## config.mk

```make
export PLATFORM = sky130hd
export DESIGN_NAME = dma_irq_aggregator
export DESIGN_NICKNAME = d
export VERILOG_FILES = /design/src/rtl/dma_irq_pkg.sv /design/src/rtl/irq_chan_map.sv /design/src/rtl/irq_status_bank.sv /design/src/rtl/irq_reg_port.sv /design/src/rtl/dma_irq_aggregator.sv
export SDC_FILE = /design/constraint.sdc
export NUM_CORES = 1
export LEC_CHECK = 0
export BUFFER_PORTS_ARGS = -buffer_cell sky130_fd_sc_hd__buf_4
export CAP_MARGIN = 15
export CORE_MARGIN = 4
export CORE_UTILIZATION = 33
export CTS_CLUSTER_SIZE = 14
export DETAILED_ROUTE_END_ITERATION = 6
export PLACE_DENSITY = 0.66
export SYNTH_ARGS = -nofsm -noshare
export SYNTH_HDL_FRONTEND = slang
export SYNTH_SLANG_ARGS = --single-unit
```

## constraint.sdc

```tcl
create_clock -name clk -period 2.2 [get_ports clk]
set_clock_uncertainty 0.2 [all_clocks]
set_input_delay 0.33 -clock clk [delete_from_list [all_inputs] [get_ports clk]]
set_output_delay 0.33 -clock clk [all_outputs]
set_load 0.02 [all_outputs]
```

## src/rtl/dma_irq_pkg.sv

```systemverilog
package dma_irq_pkg;

    // Which register an access selects
    typedef enum logic [1:0] {
        SEL_NONE = 2'd0,
        SEL_STAT = 2'd1,
        SEL_PEND = 2'd2,
        SEL_EN   = 2'd3
    } reg_sel_e;

endpackage

```

## src/rtl/irq_chan_map.sv

```systemverilog
module irq_chan_map #(
    parameter int NUM_INST = 16,
    localparam int NUM_CH  = 2 * NUM_INST
) (
    input  logic [NUM_INST-1:0] rx_done_i,
    input  logic [NUM_INST-1:0] tx_done_i,
    output logic [NUM_CH-1:0]   done_o
);

    // Instance k: receive side -> channel 2k, transmit side -> channel 2k+1
    for (genvar k = 0; k < NUM_INST; k++) begin : g_pair
        assign done_o[2*k]     = rx_done_i[k];
        assign done_o[2*k + 1] = tx_done_i[k];
    end

endmodule

```

## src/rtl/irq_status_bank.sv

```systemverilog
module irq_status_bank #(
    parameter int NUM_CH = 32
) (
    input  logic              clk,
    input  logic              rst_n,
    input  logic [NUM_CH-1:0] set_i,
    input  logic              clr_en_i,
    input  logic [NUM_CH-1:0] clr_mask_i,
    output logic [NUM_CH-1:0] status_o
);

    typedef struct packed {
        logic [NUM_CH-1:0] status;
    } bank_t;

    bank_t             bank_d, bank_q;
    logic [NUM_CH-1:0] clr_vec;

    always_comb begin
        bank_d  = bank_q;
        clr_vec = clr_en_i ? clr_mask_i : '0;
        // a new completion outranks an acknowledge on the same bit
        bank_d.status = (bank_q.status & ~clr_vec) | set_i;
    end

    always_ff @(posedge clk or negedge rst_n) begin
        if (!rst_n) begin
            bank_q <= '0;
        end else begin
            bank_q <= bank_d;
        end
    end

    assign status_o = bank_q.status;

    // a sampled pulse always leaves its bit set
    p_set_lands_r2: assert property (@(posedge clk) disable iff (!rst_n)
        (|set_i) |=> ((status_o & $past(set_i)) == $past(set_i)));

    // no bit rises without a pulse
    p_no_spurious_r2: assert property (@(posedge clk) disable iff (!rst_n)
        1'b1 |=> ((status_o & ~$past(status_o) & ~$past(set_i)) == '0));

    // cleared bits without a concurrent pulse are low afterwards
    p_clear_r3: assert property (@(posedge clk) disable iff (!rst_n)
        clr_en_i |=> ((status_o & $past(clr_mask_i) & ~$past(set_i)) == '0));

    // bits outside the clear mask never fall
    p_keep_r3: assert property (@(posedge clk) disable iff (!rst_n)
        1'b1 |=> ((~status_o & $past(status_o) & ~($past(clr_en_i) ? $past(clr_mask_i) : '0)) == '0));

endmodule

```

## src/rtl/irq_reg_port.sv

```systemverilog
module irq_reg_port
    import dma_irq_pkg::*;
#(
    parameter int              NUM_CH   = 32,
    parameter int              ADDR_W   = 20,
    parameter int              DATA_W   = 32,
    parameter logic [ADDR_W-1:0] STAT_OFS = 20'h80000,
    parameter logic [ADDR_W-1:0] PEND_OFS = 20'h80004,
    parameter logic [ADDR_W-1:0] EN_OFS   = 20'h80008
) (
    input  logic              clk,
    input  logic              rst_n,
    input  logic              wr_i,
    input  logic              rd_i,
    input  logic [ADDR_W-1:0] addr_i,
    input  logic [DATA_W-1:0] wdata_i,
    input  logic [NUM_CH-1:0] status_i,
    input  logic [NUM_CH-1:0] pend_i,
    output logic              clr_en_o,
    output logic [NUM_CH-1:0] clr_mask_o,
    output logic [NUM_CH-1:0] enable_o,
    output logic [DATA_W-1:0] rdata_o
);

    typedef struct packed {
        logic [NUM_CH-1:0] enable;
        logic [DATA_W-1:0] rdata;
    } port_t;

    port_t             port_d, port_q;
    reg_sel_e          sel;
    logic [DATA_W-1:0] rd_word;

    // Upper write-data bits have no channel behind them
    if (NUM_CH < DATA_W) begin : g_hi
        logic unused_wdata_hi;
        assign unused_wdata_hi = ^wdata_i[DATA_W-1:NUM_CH];
    end

    always_comb begin
        if (addr_i == STAT_OFS) begin
            sel = SEL_STAT;
        end else if (addr_i == PEND_OFS) begin
            sel = SEL_PEND;
        end else if (addr_i == EN_OFS) begin
            sel = SEL_EN;
        end else begin
            sel = SEL_NONE;
        end
    end

    always_comb begin
        rd_word = '0;
        case (sel)
            SEL_STAT: rd_word[NUM_CH-1:0] = status_i;
            SEL_PEND: rd_word[NUM_CH-1:0] = pend_i;
            SEL_EN:   rd_word[NUM_CH-1:0] = port_q.enable;
            default:  rd_word = '0;
        endcase
    end

    always_comb begin
        port_d = port_q;
        if (wr_i && (sel == SEL_EN)) begin
            port_d.enable = wdata_i[NUM_CH-1:0];
        end
        if (rd_i) begin
            port_d.rdata = rd_word;
        end
    end

    always_ff @(posedge clk or negedge rst_n) begin
        if (!rst_n) begin
            port_q <= '0;
        end else begin
            port_q <= port_d;
        end
    end

    assign clr_en_o   = wr_i && (sel == SEL_STAT);
    assign clr_mask_o = wdata_i[NUM_CH-1:0];
    assign enable_o   = port_q.enable;
    assign rdata_o    = port_q.rdata;

    // a write to the enable offset loads the mask
    p_enable_load_r5: assert property (@(posedge clk) disable iff (!rst_n)
        (wr_i && addr_i == EN_OFS) |=> (enable_o == $past(wdata_i[NUM_CH-1:0])));

    // enable only moves on a write to its own offset
    p_enable_hold_r8: assert property (@(posedge clk) disable iff (!rst_n)
        !(wr_i && addr_i == EN_OFS) |=> $stable(enable_o));

    // unmapped reads return zero
    p_unmapped_zero_r8: assert property (@(posedge clk) disable iff (!rst_n)
        (rd_i && addr_i != STAT_OFS && addr_i != PEND_OFS && addr_i != EN_OFS)
        |=> (rdata_o == '0));

    // read data holds without a read
    p_rdata_hold_r9: assert property (@(posedge clk) disable iff (!rst_n)
        !rd_i |=> $stable(rdata_o));

endmodule

```

## src/rtl/dma_irq_aggregator.sv

```systemverilog
module dma_irq_aggregator #(
    parameter int NUM_INST = 16,
    parameter int ADDR_W   = 20,
    parameter int DATA_W   = 32,
    parameter logic [ADDR_W-1:0] STAT_OFS = 20'h80000,
    parameter logic [ADDR_W-1:0] PEND_OFS = 20'h80004,
    parameter logic [ADDR_W-1:0] EN_OFS   = 20'h80008
) (
    input  logic                clk,
    input  logic                rst_n,
    input  logic [NUM_INST-1:0] rx_done_i,
    input  logic [NUM_INST-1:0] tx_done_i,
    input  logic                reg_wr_i,
    input  logic                reg_rd_i,
    input  logic [ADDR_W-1:0]   reg_addr_i,
    input  logic [DATA_W-1:0]   reg_wdata_i,
    output logic [DATA_W-1:0]   reg_rdata_o,
    output logic                irq_o
);

    localparam int NUM_CH = 2 * NUM_INST;

    logic [NUM_CH-1:0] done_vec;
    logic [NUM_CH-1:0] status_vec;
    logic [NUM_CH-1:0] enable_vec;
    logic [NUM_CH-1:0] pend_vec;
    logic              clr_en;
    logic [NUM_CH-1:0] clr_mask;

    irq_chan_map #(
        .NUM_INST (NUM_INST)
    ) u_map (
        .rx_done_i (rx_done_i),
        .tx_done_i (tx_done_i),
        .done_o    (done_vec)
    );

    irq_status_bank #(
        .NUM_CH (NUM_CH)
    ) u_bank (
        .clk        (clk),
        .rst_n      (rst_n),
        .set_i      (done_vec),
        .clr_en_i   (clr_en),
        .clr_mask_i (clr_mask),
        .status_o   (status_vec)
    );

    irq_reg_port #(
        .NUM_CH   (NUM_CH),
        .ADDR_W   (ADDR_W),
        .DATA_W   (DATA_W),
        .STAT_OFS (STAT_OFS),
        .PEND_OFS (PEND_OFS),
        .EN_OFS   (EN_OFS)
    ) u_port (
        .clk        (clk),
        .rst_n      (rst_n),
        .wr_i       (reg_wr_i),
        .rd_i       (reg_rd_i),
        .addr_i     (reg_addr_i),
        .wdata_i    (reg_wdata_i),
        .status_i   (status_vec),
        .pend_i     (pend_vec),
        .clr_en_o   (clr_en),
        .clr_mask_o (clr_mask),
        .enable_o   (enable_vec),
        .rdata_o    (reg_rdata_o)
    );

    assign pend_vec = status_vec & enable_vec;
    assign irq_o    = |pend_vec;

    // a raised line needs at least one enabled channel
    p_irq_needs_enable_r7: assert property (@(posedge clk) disable iff (!rst_n)
        irq_o |-> (enable_vec != '0));

    // the line is low while no completion is latched
    p_irq_needs_status_r7: assert property (@(posedge clk) disable iff (!rst_n)
        (status_vec == '0) |-> !irq_o);

    // a pulse on an enabled channel raises the line on the next cycle
    p_irq_after_pulse_r2: assert property (@(posedge clk) disable iff (!rst_n)
        ((done_vec & enable_vec) != '0) && !(reg_wr_i && reg_addr_i == EN_OFS) |=> irq_o);

endmodule

```

Yosys cells after proc, flatten, opt, wreduce, memory -nomap -nowiden --
Index checks and enable logic that the tools add are counted.
Word-level totals: flip-flop bits (word level) 96, bits in latches 0, memory bits (writable) 0, ROM bits 0, input port bits 88, output and inout port bits 33, word-level logic and storage cells 21, memories 0
Operators by class: $add $sub $neg 0, multipliers 0, div/mod/pow operators 0, $lt $le $gt $ge 0, equality and inequality tests 6, shift operators 0, muxes and demuxes 5, bitwise gates (word level) 4, reduce and logical (&&, ||, !) cells 3
Operators with widths (count):
- one-hot mux 32 bit (3 select lines) | 1
- AND 32 bit | 2
- == test 20 bit, second input constant | 3
- two-way mux 32 bit | 1
- inverter 32 bit | 1
- OR 32 bit | 1
- OR reduction 32 bit | 1
- two-way mux 2 bit | 3
- == test 2 bit, second input constant | 2
- == test 2 x 1 -> 1 bit, second input constant | 1
- logical AND 1 bit | 2

Longest topological paths before layout --
Gate-level depths: netlist of run 1.
word-level depth 10, gate-level depth with buffers 7

Hierarchy --
From an unflattened synthesis of run 1, not the netlist that was laid out.
Second synthesis, totals: cells, all modules 501, area, all modules 5063.6 um2
Modules (own cells, without submodules):
- irq_reg_port | instances 1, cells an instance 325, area each 3330.7 um2, sequential area each 1601.5 um2
- irq_status_bank | instances 1, cells an instance 99, area each 1194.9 um2, sequential area each 800.8 um2
- dma_irq_aggregator | instances 1, cells an instance 45, area each 297.8 um2, sequential area each 0.0 um2
- irq_chan_map | instances 1, cells an instance 32, area each 240.2 um2, sequential area each 0.0 um2

Worst setup path before layout of run 1 --
OpenSTA, ideal clock, no wires.
path type input-to-reg, start point input reg_addr_i[1], end point register u_port.port_q, in the netlist u_port.enable_o[10], setup time 0.127 ns, data arrival time 1.784 ns, path slack 0.089 ns, cell stages on the path 6, buffers on the path 2, cell sequence or4_1 > nor2_4 > and3_1 > buf_4 > buf_6 > mux2_1
Between the ends: word-level cells in the longest chain between the ends 6, elaborated cells on any way between the ends 8
RTL lines:
- start: declaration | line dma_irq_aggregator.sv:15 | input logic [ADDR_W-1:0] reg_addr_i,
- == test 20 bit | line irq_reg_port.sv:45 | end else if (addr_i == EN_OFS) begin
- two-way mux 2 bit | line irq_reg_port.sv:45
- two-way mux 2 bit | line irq_reg_port.sv:43 | end else if (addr_i == PEND_OFS) begin
- two-way mux 2 bit * | line irq_reg_port.sv:41 | if (addr_i == STAT_OFS) begin
- == test 2 bit * | line irq_reg_port.sv:64 | if (wr_i && (sel == SEL_EN)) begin
- logical AND 1 bit * | line irq_reg_port.sv:64
- end signal: assignment | line irq_reg_port.sv:76 | port_q <= port_d;
- end: declaration | line irq_reg_port.sv:30 | port_t port_d, port_q;
Mark *: on every way between the ends. The rest lies on a longest branch, timed or not. A chain may end at the register's enable or synchronous reset.

Worst setup path in the final report of run 1 --
start point register u_bank.bank_q, in the netlist u_bank.status_o[13], end point output irq_o
Between the ends: word-level cells in the longest chain between the ends 2
RTL lines:
- start: declaration | line irq_status_bank.sv:16 | bank_t bank_d, bank_q;
- start signal: assignment | line irq_status_bank.sv:30 | bank_q <= bank_d;
- AND 32 bit | line dma_irq_aggregator.sv:71 | assign pend_vec = status_vec & enable_vec;
- OR reduction 32 bit | line dma_irq_aggregator.sv:72 | assign irq_o = |pend_vec;
- end: declaration | line dma_irq_aggregator.sv:18 | output logic irq_o
Every way passes these cells.

==> impl_metrics.env, run 1 <==
export IMPL_status="finished, violations left"
export IMPL_violations="negative setup slack"
export IMPL_gp_congestion=0.818
export IMPL_multiInputGateArea_um2=1780
export IMPL_synth_edf_count=0
export IMPL_clkPwrFrac_pct=42.9
export IMPL_die_w_um=123
export IMPL_ant_nets=0
export IMPL_syn2layout_area_growth_pct=43.0
export IMPL_power_density_nw_per_um2=589
export IMPL_final_common_cell="buf_4"
export IMPL_ys_seq_area_share_pct=54.7
export IMPL_antennaDiodeCount=0
export IMPL_die_h_um=123
export IMPL_avgSynthCellArea_um2=11.4
export IMPL_numCtsBuffers=9
export IMPL_place_area_um2=5520
export IMPL_antenna_found_initial=0
export IMPL_leakage_nw=2.73
export IMPL_drt_first_iter_violations=298
export IMPL_grt_pass1_wl_mm=21.0
export IMPL_p_int_mw=2.87
export IMPL_cts_tree="done"
export IMPL_critPathLaunchType="register"
export IMPL_detail_route_wirelength_mm=13.5
export IMPL_remaining_drc_errors=0
export IMPL_grt_max_degree=65
export IMPL_synth_compound_area_share_pct=22.8
export IMPL_fin_nets=630
export IMPL_ys_types=24
export IMPL_postSynthNetCount=473
export IMPL_grt_usage_pct=17.9
export IMPL_vdd_ir_drop_max_v=0.000398
export IMPL_synth_top_family_by_area="compound AO/OA/AOI/OAI gates"
export IMPL_cp_max_fo=3
export IMPL_critPathCaptureType="output port"
export IMPL_required_ns=1.67
export IMPL_yosysWarnings=0
export IMPL_tightest_slew_ns=0.967
export IMPL_p_seq_share_pct=47.7
export IMPL_synthXorXnorAreaFrac_pct=0
export IMPL_slew_violations=0
export IMPL_drive_above_1_share_pct=34.0
export IMPL_switching_share_pct=22.3
export IMPL_syn_inst=385
export IMPL_htree_levels=3
export IMPL_cts_sinks=96
export IMPL_min_period_over_period_pct=104
export IMPL_vias=3821
export IMPL_synthFlopType="dfrtp_1"
export IMPL_arrival_ns=1.77
export IMPL_clk_pin_slew_ns=0.07
export IMPL_drt_pass1_iterations=4
export IMPL_dp_cells=660
export IMPL_criticalPathCategory="reg -> out"
export IMPL_timing_fmax_mhz=435
export IMPL_layout_common_cells="buf_4 (141), dfrtp_1 (95), nand4_1 (36)"
export IMPL_hold_ws_ns=0.0152
export IMPL_hold_violations=0
export IMPL_clockRootBuffer="clkbuf_16"
export IMPL_muxShareOfSynthArea_pct=9.06
export IMPL_routedWlPerCell_um=18.7
export IMPL_cap_violations=0
export IMPL_synthAdderAreaFrac_pct=0
export IMPL_dieArea_um2=15200
export IMPL_comb_power_share_pct=9.4
export IMPL_regArea_um2=2400
export IMPL_postLayoutCellArea_um2=6280
export IMPL_clockBufferDepth=2
export IMPL_dp_hpwl_mm=9.14
export IMPL_tns_ns=-0.0970
export IMPL_finalPower_mw=3.70
export IMPL_fin_crit_ns=2.30
export IMPL_layout_setup_ws_ns=-0.0970
export IMPL_via_per_inst=5.31
export IMPL_rsz0062_at_grt="true"
export IMPL_setup_viol=1
export IMPL_instances_no_fill=719
export IMPL_dpl_worst_slack_ns=-0.0842
export IMPL_io_pins=121
export IMPL_relSlewSlack_pct=35.2
export IMPL_initial_utilization_pct=34.2
export IMPL_io_buffers=120
export IMPL_hold_class="in -> reg"
export IMPL_core_area_um2=12800
export IMPL_first_global_vias=3961
export IMPL_clkLatencyLatePin_ns=0.33
export IMPL_power_switching_mw=0.826
export IMPL_syn_area_um2=4390
export IMPL_fin_util_pct=49.0
export IMPL_row_count=41
export IMPL_grt_overflow=0
export IMPL_async_flop_share_pct=100
export IMPL_nFillCells=1178
export IMPL_synth_simple_area_share_pct=7.21
export IMPL_ys_ff_latch=96
## power groups by stage
stage          logic (mW)  clock network, mW  registers, mW
2_1_floorplan      0.0965                  0           1.80
3_3_place_gp        0.297                  0           1.80
6_report            0.348               1.59           1.76
5_1_grt             0.377               1.68           1.76
4_1_cts             0.349               1.60           1.76
3_5_place_dp        0.300                  0           1.80
## critical path, stage by stage (launching register included)
cell     delay, ns
dfrtp_1       0.40
a22oi_1       0.23
nand4_1       0.13
or4_1         0.53
buf_6         0.15
## flip-flops by register name (all words and copies together), names as in the netlist
name / cells
u_port.rdata_o: 32
u_bank.status_o: 32
u_port.enable_o: 32
## kinds of logic after synthesis
kind of cell | count (synthesis)
mux | 32
compound gates | 144
flops | 96
simple gates | 48
buf+inv | 65
## final timing paths
check / endpoint / slack, ns / cells past startpoint / startpoint
setup / recovery: irq_o / -0.1 / 4 / u_bank.status_o[13]
hold / removal: u_port.enable_o[19] / 0.02 / 2 / reg_wdata_i[19]
setup reg to reg: u_port.rdata_o[30] / 0.83 / 5 / u_bank.status_o[30]
hold reg to reg: u_bank.status_o[11] / 0.32 / 1 / u_bank.status_o[11]
max in group asynchronous: u_port.enable_o[25] / 0.78 / 3 / rst_n
min in group asynchronous: u_bank.status_o[12] / 0.30 / 2 / rst_n
## layer usage
layer  vias up  wire length, um  track usage, %
li1       1771                -               -
met1      1893             5830            23.8
met2       135             6420            28.3
met3        22              913            4.44
met4         0              318            6.99
met5         -                0               0
## area by class of cell
cell class / instances / area share (%)
flip-flops and latches: 96 / 38.3
multi-input cells: 224 / 28.3
repair buffers: 178 / 23.2
clock buffers: 12 / 3.92
well taps: 172 / 3.43
inverters: 33 / 1.97
clock inverters: 4 / 0.856
## cells in the mapped netlist, types with 2 or more instances
cell type,count,area share [%]
dfrtp_1,96,55
nand4_1,36,5.1
inv_1,33,2.8
a21o_1,32,5.5
a2bb2oi_1,32,6.4
o21ai_0,32,3.6
o22ai_1,32,4.6
clkbuf_1,25,2.1
mux2_1,22,5.6
a22oi_1,16,2.7
mux2_4,10,3.4
buf_1,3,0.26
and3_1,2,0.28
buf_6,2,0.51
nor4_1,2,0.28
or4_1,2,0.34
## timing repair
| item | 4_1_cts | 5_1_grt |
|---|---|---|
| buffers inserted | 8 | 2 |
| gates resized for setup | 5 | 8 |
| gates cloned | 0 | 0 |
| pin swaps | 2 | 2 |
| endpoints found under the hold margin | 64 | 0 |
| hold buffers | 33 | 0 |
| setup endpoints to repair | 1 | 1 |
Note: power is estimated with default switching activity, not from simulation.
==> run 2: changes to the inputs <==
SKIP_LAST_GASP = 1   (was not set)
==> run 2 against run 1 <==
Compared with the run above: the run still ends with negative setup slack left; worst setup slack lost 0.011 ns; clock power is essentially flat; routed wire length grew 0.10%; power is essentially flat; flip-flop and latch count is the same; global-route usage is the same; combinational power is essentially flat; final area is essentially flat; non-clock buffer count is the same; count of clock-buffer cells in the layout is the same; final cell count is the same; largest cell class unchanged; largest power group unchanged; highest routed layer unchanged.
==> impl_metrics.env, run 2 (synthesized netlist as in run 1, its figures left out) <==
export IMPL_status="finished, violations left"
export IMPL_violations="negative setup slack"
export IMPL_drt_pass1_iterations=4
export IMPL_leakage_nw=2.73
export IMPL_antennaDiodeCount=0
export IMPL_gp_congestion=0.818
export IMPL_place_area_um2=5520
export IMPL_drive_above_1_share_pct=34.0
export IMPL_critPathLaunchType="register"
export IMPL_arrival_ns=1.78
export IMPL_vias=3826
export IMPL_hold_violations=0
export IMPL_io_pins=121
export IMPL_antenna_found_initial=0
export IMPL_routedWlPerCell_um=18.8
export IMPL_slowest_stage="or4_1"
export IMPL_via_per_inst=5.32
export IMPL_final_common_cell="buf_4"
export IMPL_io_buffers=120
export IMPL_cts_sinks=96
export IMPL_numCtsBuffers=9
export IMPL_layout_setup_ws_ns=-0.108
export IMPL_initial_utilization_pct=34.2
export IMPL_htree_levels=3
export IMPL_clk_pin_slew_ns=0.07
export IMPL_dpl_worst_slack_ns=-0.0842
export IMPL_fin_nets=630
export IMPL_critPathCaptureType="output port"
export IMPL_grt_max_degree=65
export IMPL_grt_overflow=0
export IMPL_detail_route_wirelength_mm=13.5
export IMPL_cp_max_fo=3
export IMPL_path_cells="a22oi_1 -> nand4_1 -> or4_1 -> buf_4"
export IMPL_postLayoutCellArea_um2=6280
export IMPL_relSlewSlack_pct=35.2
export IMPL_clkLatencyLatePin_ns=0.33
export IMPL_setup_viol=1
export IMPL_rsz0062_at_grt="true"
export IMPL_dieArea_um2=15200
export IMPL_cts_tree="done"
export IMPL_vdd_ir_drop_max_v=0.000398
export IMPL_hold_class="in -> reg"
export IMPL_grt_pass1_wl_mm=21.0
export IMPL_first_global_vias=3961
export IMPL_fin_crit_ns=2.31
export IMPL_power_density_nw_per_um2=589
export IMPL_crit_path_max_incr_delay_ns=0.51
export IMPL_remaining_drc_errors=0
export IMPL_die_w_um=123
export IMPL_drt_first_iter_violations=298
export IMPL_grt_usage_pct=17.9
export IMPL_cap_violations=0
export IMPL_min_period_over_period_pct=105
export IMPL_row_count=41
export IMPL_timing_fmax_mhz=433
export IMPL_ant_nets=0
export IMPL_tns_ns=-0.108
export IMPL_tightest_slew_ns=0.967
export IMPL_fin_util_pct=49.0
export IMPL_core_area_um2=12800
export IMPL_clockBufferDepth=2
export IMPL_slew_violations=0
export IMPL_finalPower_mw=3.70
export IMPL_criticalPathCategory="reg -> out"
export IMPL_clockRootBuffer="clkbuf_16"
export IMPL_required_ns=1.67
export IMPL_dp_hpwl_mm=9.14
export IMPL_die_h_um=123
export IMPL_layout_common_cells="buf_4 (142), dfrtp_1 (95), nand4_1 (36)"
export IMPL_syn2layout_area_growth_pct=43.0
-- run 2: cell count changes in the layout (fill, tap and decap cells not counted) --
cell,before,now
buf_4,141,142
buf_6,1,0
-- run 2: path summary, 6_finish.rpt --
| check | from | to | slack (ns) | depth (start not counted) |
|---|---|---|---|---|
| setup / recovery | u_bank.status_o[13] | irq_o | -0.11 | 4 |
| hold / removal | reg_wdata_i[19] | u_port.enable_o[19] | 0.02 | 2 |
| setup reg to reg | u_bank.status_o[30] | u_port.rdata_o[30] | 0.83 | 5 |
| hold reg to reg | u_bank.status_o[11] | u_bank.status_o[11] | 0.32 | 1 |
| max in group asynchronous | rst_n | u_port.enable_o[25] | 0.78 | 3 |
| min in group asynchronous | rst_n | u_bank.status_o[12] | 0.30 | 2 |
-- run 2: power breakdown --
| group | switching (mW) | total (mW) | internal (mW) |
|---|---|---|---|
| combinational | 0.154 | 0.348 | 0.194 |
| clock | 0.671 | 1.59 | 0.916 |
| sequential | 0.0000184 | 1.76 | 1.76 |
-- run 2: stage by stage --
| step | std cells | hold WS [ns] |
|---|---|---|
| 4_1_cts | 717 | 0.00805 |
| 2_1_floorplan | 385 | -0.166 |
| 3_3_place_gp | 660 | 0.101 |
| 3_5_place_dp | 660 | 0.110 |
| 6_report | 719 | 0.0163 |
| 5_1_grt | 719 | 0.00962 |
-- run 2: cell type report --
| type | instances | area [um^2] |
|---|---|---|
| Fill cell | 1177 | 6550 |
| Sequential cell | 96 | 2400 |
| Multi-Input combinational cell | 224 | 1780 |
| Timing Repair Buffer | 178 | 1460 |
| Clock buffer | 12 | 246 |
| Tap cell | 172 | 215 |
| Inverter | 33 | 124 |
| Clock inverter | 4 | 53.8 |
-- run 2: critical path, delay by kind of cell (launching register included) --
family / cells / cell delay (ns)
and+or+nand+nor: 2 / 0.64
DFF: 1 / 0.40
AOI/OAI and AO/OA: 1 / 0.23
buffers and inverters: 1 / 0.18
-- run 2: timing repair --
action                     4_1_cts  5_1_grt
hold buffers                    33        0
setup endpoints to repair        1        1
pin swaps                        2        2
hold endpoints to repair        64        0
resized for setup                4        8
setup buffers                    8        2
-- run 2: per-layer routing --
layer  global-route usage (%)  vias up  share of wire, %
met5                        0        -                 0
met4                     6.99        0               2.4
met3                     4.44       22               7.0
met2                     28.3      140                48
met1                     23.8     1893                43
li1                         -     1771                 -
==> run 3: changes to the inputs <==
ABC_AREA = 1   (was not set)
PLACE_DENSITY = 0.52   (was 0.66)
==> run 3 against run 2 <==
Compared with the run above: the run now ends clean; final area rose by 10%; flip-flop and latch count did not move; critical path depth rose by 1; via count rose by 31%; count of clock-buffer cells in the layout did not move; utilization fell by 3.8 points; worst setup slack improved by 0.25 ns; highest routed layer unchanged.
==> impl_metrics.env, run 3 <==
export IMPL_status="finished clean"
export IMPL_fin_nets=920
export IMPL_numCtsBuffers=9
export IMPL_power_density_nw_per_um2=510
export IMPL_grt_pass1_wl_mm=23.9
export IMPL_r2r_start="u_bank.status_o[15]"
export IMPL_vias=5017
export IMPL_clk_pin_slew_ns=0.06
export IMPL_grt_usage_pct=16.6
export IMPL_cts_resized=0
export IMPL_synthFlopType="dfrtp_1"
export IMPL_detail_route_wirelength_mm=14.5
export IMPL_clockRootBuffer="clkbuf_16"
export IMPL_dp_hpwl_mm=10.1
export IMPL_layout_common_cells="nand2_1 (248), buf_4 (130), nand4_1 (105)"
export IMPL_hold_ws_ns=0.0243
export IMPL_met3_usage_pct=3.83
export IMPL_synth_compound_area_share_pct=3.06
export IMPL_hold_class="in -> reg"
export IMPL_synth_most_common_cell="nand2_1"
export IMPL_synth_area_top_cells="dfrtp_1 (46%), nand2_1 (18%), nand4_1 (13%)"
export IMPL_grt_max_degree=65
export IMPL_avgSynthCellArea_um2=7.53
export IMPL_clkLatencyLatePin_ns=0.35
export IMPL_rr_worst_depth=6
export IMPL_async_flop_share_pct=100
export IMPL_syn2layout_area_growth_pct=32.5
export IMPL_met2_usage_pct=25.7
export IMPL_rsz0062_at_grt="false"
export IMPL_cts_setup_buffers=0
export IMPL_cts_tree="done"
export IMPL_nFillCells=1601
export IMPL_die_h_um=134
export IMPL_arrival_ns=1.53
export IMPL_syn_inst=695
export IMPL_hold_violations=0
export IMPL_synth_simple_area_share_pct=38.2
export IMPL_vdd_ir_drop_max_v=0.000384
export IMPL_r2r_end="u_port.rdata_o[15]"
export IMPL_cap_violations=0
export IMPL_final_common_cell="nand2_1"
export IMPL_finalPower_mw=3.53
export IMPL_timing_fmax_mhz=486
export IMPL_synthAdderAreaFrac_pct=0
export IMPL_routedWlPerCell_um=13.9
export IMPL_antenna_found_initial=0
export IMPL_drive_above_1_share_pct=20.5
export IMPL_criticalPathCategory="reg -> out"
export IMPL_grt_overflow=0
export IMPL_io_pins=121
export IMPL_remaining_drc_errors=0
export IMPL_muxShareOfSynthArea_pct=0
export IMPL_antennaDiodeCount=0
export IMPL_fin_crit_ns=2.06
export IMPL_hold_depth=4
export IMPL_row_count=45
export IMPL_setup_viol=0
export IMPL_ys_types=18
export IMPL_drt_first_iter_violations=324
export IMPL_core_area_um2=15400
export IMPL_fin_util_pct=45.1
export IMPL_relSlewSlack_pct=69.0
export IMPL_critPathLaunchType="register"
export IMPL_synth_top_family_by_area="simple AND/OR/NAND/NOR gates"
export IMPL_busiest_layer="met2"
export IMPL_yosysTopAreaCell="dfrtp_1"
export IMPL_min_to="u_bank.status_o[5]"
export IMPL_htree_levels=3
export IMPL_yosysWarnings=0
export IMPL_slew_violations=0
export IMPL_die_w_um=134
export IMPL_synthXorXnorAreaFrac_pct=0
export IMPL_tightest_slew_ns=0.465
export IMPL_syn_area_um2=5230
export IMPL_cp_max_fo=3
export IMPL_initial_utilization_pct=34.0
export IMPL_synth_top_area_share_pct=45.9
export IMPL_drt_pass1_iterations=5
export IMPL_ant_nets=0
export IMPL_synth_edf_count=0
export IMPL_hp_start="reg_wdata_i[5]"
export IMPL_first_global_vias=4793
export IMPL_grt_use_met1_pct=22.8
export IMPL_critPathCaptureType="output port"
export IMPL_min_period_over_period_pct=93.6
export IMPL_rrSetupSlack_ns=1.05
export IMPL_cts_sinks=96
export IMPL_required_ns=1.67
export IMPL_tns_ns=0
export IMPL_dieArea_um2=17900
export IMPL_leakage_nw=3.86
export IMPL_yosys_top_cells_count="nand2_1 (248), nand4_1 (105), inv_1 (101)"
export IMPL_cts_hold_buf=33
export IMPL_io_buffers=120
export IMPL_gp_congestion=0.816
export IMPL_ys_ff_latch=96
export IMPL_postSynthNetCount=783
export IMPL_clockBufferDepth=2
export IMPL_ys_seq_area_share_pct=45.9
export IMPL_via_per_inst=4.80
## run 3: cell types whose count changed after synthesis, sizes merged, moves of 28 or more
cell | before | now
a21o | 32 | 0
a2bb2oi | 32 | 0
buf | 7 | 35
inv | 33 | 102
mux2 | 32 | 0
nand2 | 0 | 260
nand3 | 1 | 36
nand4 | 36 | 106
o22ai | 32 | 0
## run 3: layer usage
| layer | share of wire, % | routed length [um] |
|---|---|---|
| met5 | 0 | 0 |
| met4 | 1.7 | 249 |
| met3 | 5.1 | 737 |
| met2 | 45 | 6610 |
| met1 | 48 | 6940 |
## run 3: final cells by class
class                   instances  area (um^2)  area share (%)
repair buffers                171         1470            21.1
well taps                     211          264            3.81
multi-input cells             452         2160            31.1
flip-flops and latches         96         2400            34.6
clock inverters                 1         5.00          0.0722
inverters                     102          383            5.52
clock buffers                  12          256            3.70
## run 3: through the flow
step	std cells	cell area [um^2]	setup WS, ns
2_1_floorplan	695	5230	0.639
3_3_place_gp	999	6340	0.353
3_5_place_dp	999	6340	0.298
4_1_cts	1045	6930	0.100
5_1_grt	1045	6930	0.0472
6_report	1045	6930	0.142
## run 3: logic make-up after synthesis
family,Yosys count
DFF,96
buffers and inverters,147
AOI/OAI and AO/OA,32
and+or+nand+nor,420
## run 3: report_power, final
| part | switching, mW | internal (mW) | total (mW) |
|---|---|---|---|
| clock network | 0.652 | 0.808 | 1.46 |
| logic | 0.143 | 0.165 | 0.308 |
| registers | 0.0000141 | 1.76 | 1.76 |
| total | 0.796 | 2.74 | 3.53 |
## run 3: worst max path at each step
stage	start	endpoint	slack (ns)
5_1_grt	u_bank.status_o[26]	irq_o	0.05
4_1_cts	u_bank.status_o[26]	irq_o	0.10
6_report	u_bank.status_o[3]	irq_o	0.14
3_5_place_dp	reg_addr_i[13]	u_port.rdata_o[10]	0.30
3_3_place_gp	reg_addr_i[15]	u_port.rdata_o[4]	0.35
2_1_floorplan	reg_addr_i[7]	u_bank.status_o[21]	0.64
## run 3: worst max-delay path, stage by stage, from the launching register on
cell and delay [ns]:
dfrtp_1 0.41, nand2_1 0.10, nand4_1 0.13, nor2_1 0.18
nand4_1 0.16, buf_4 0.19
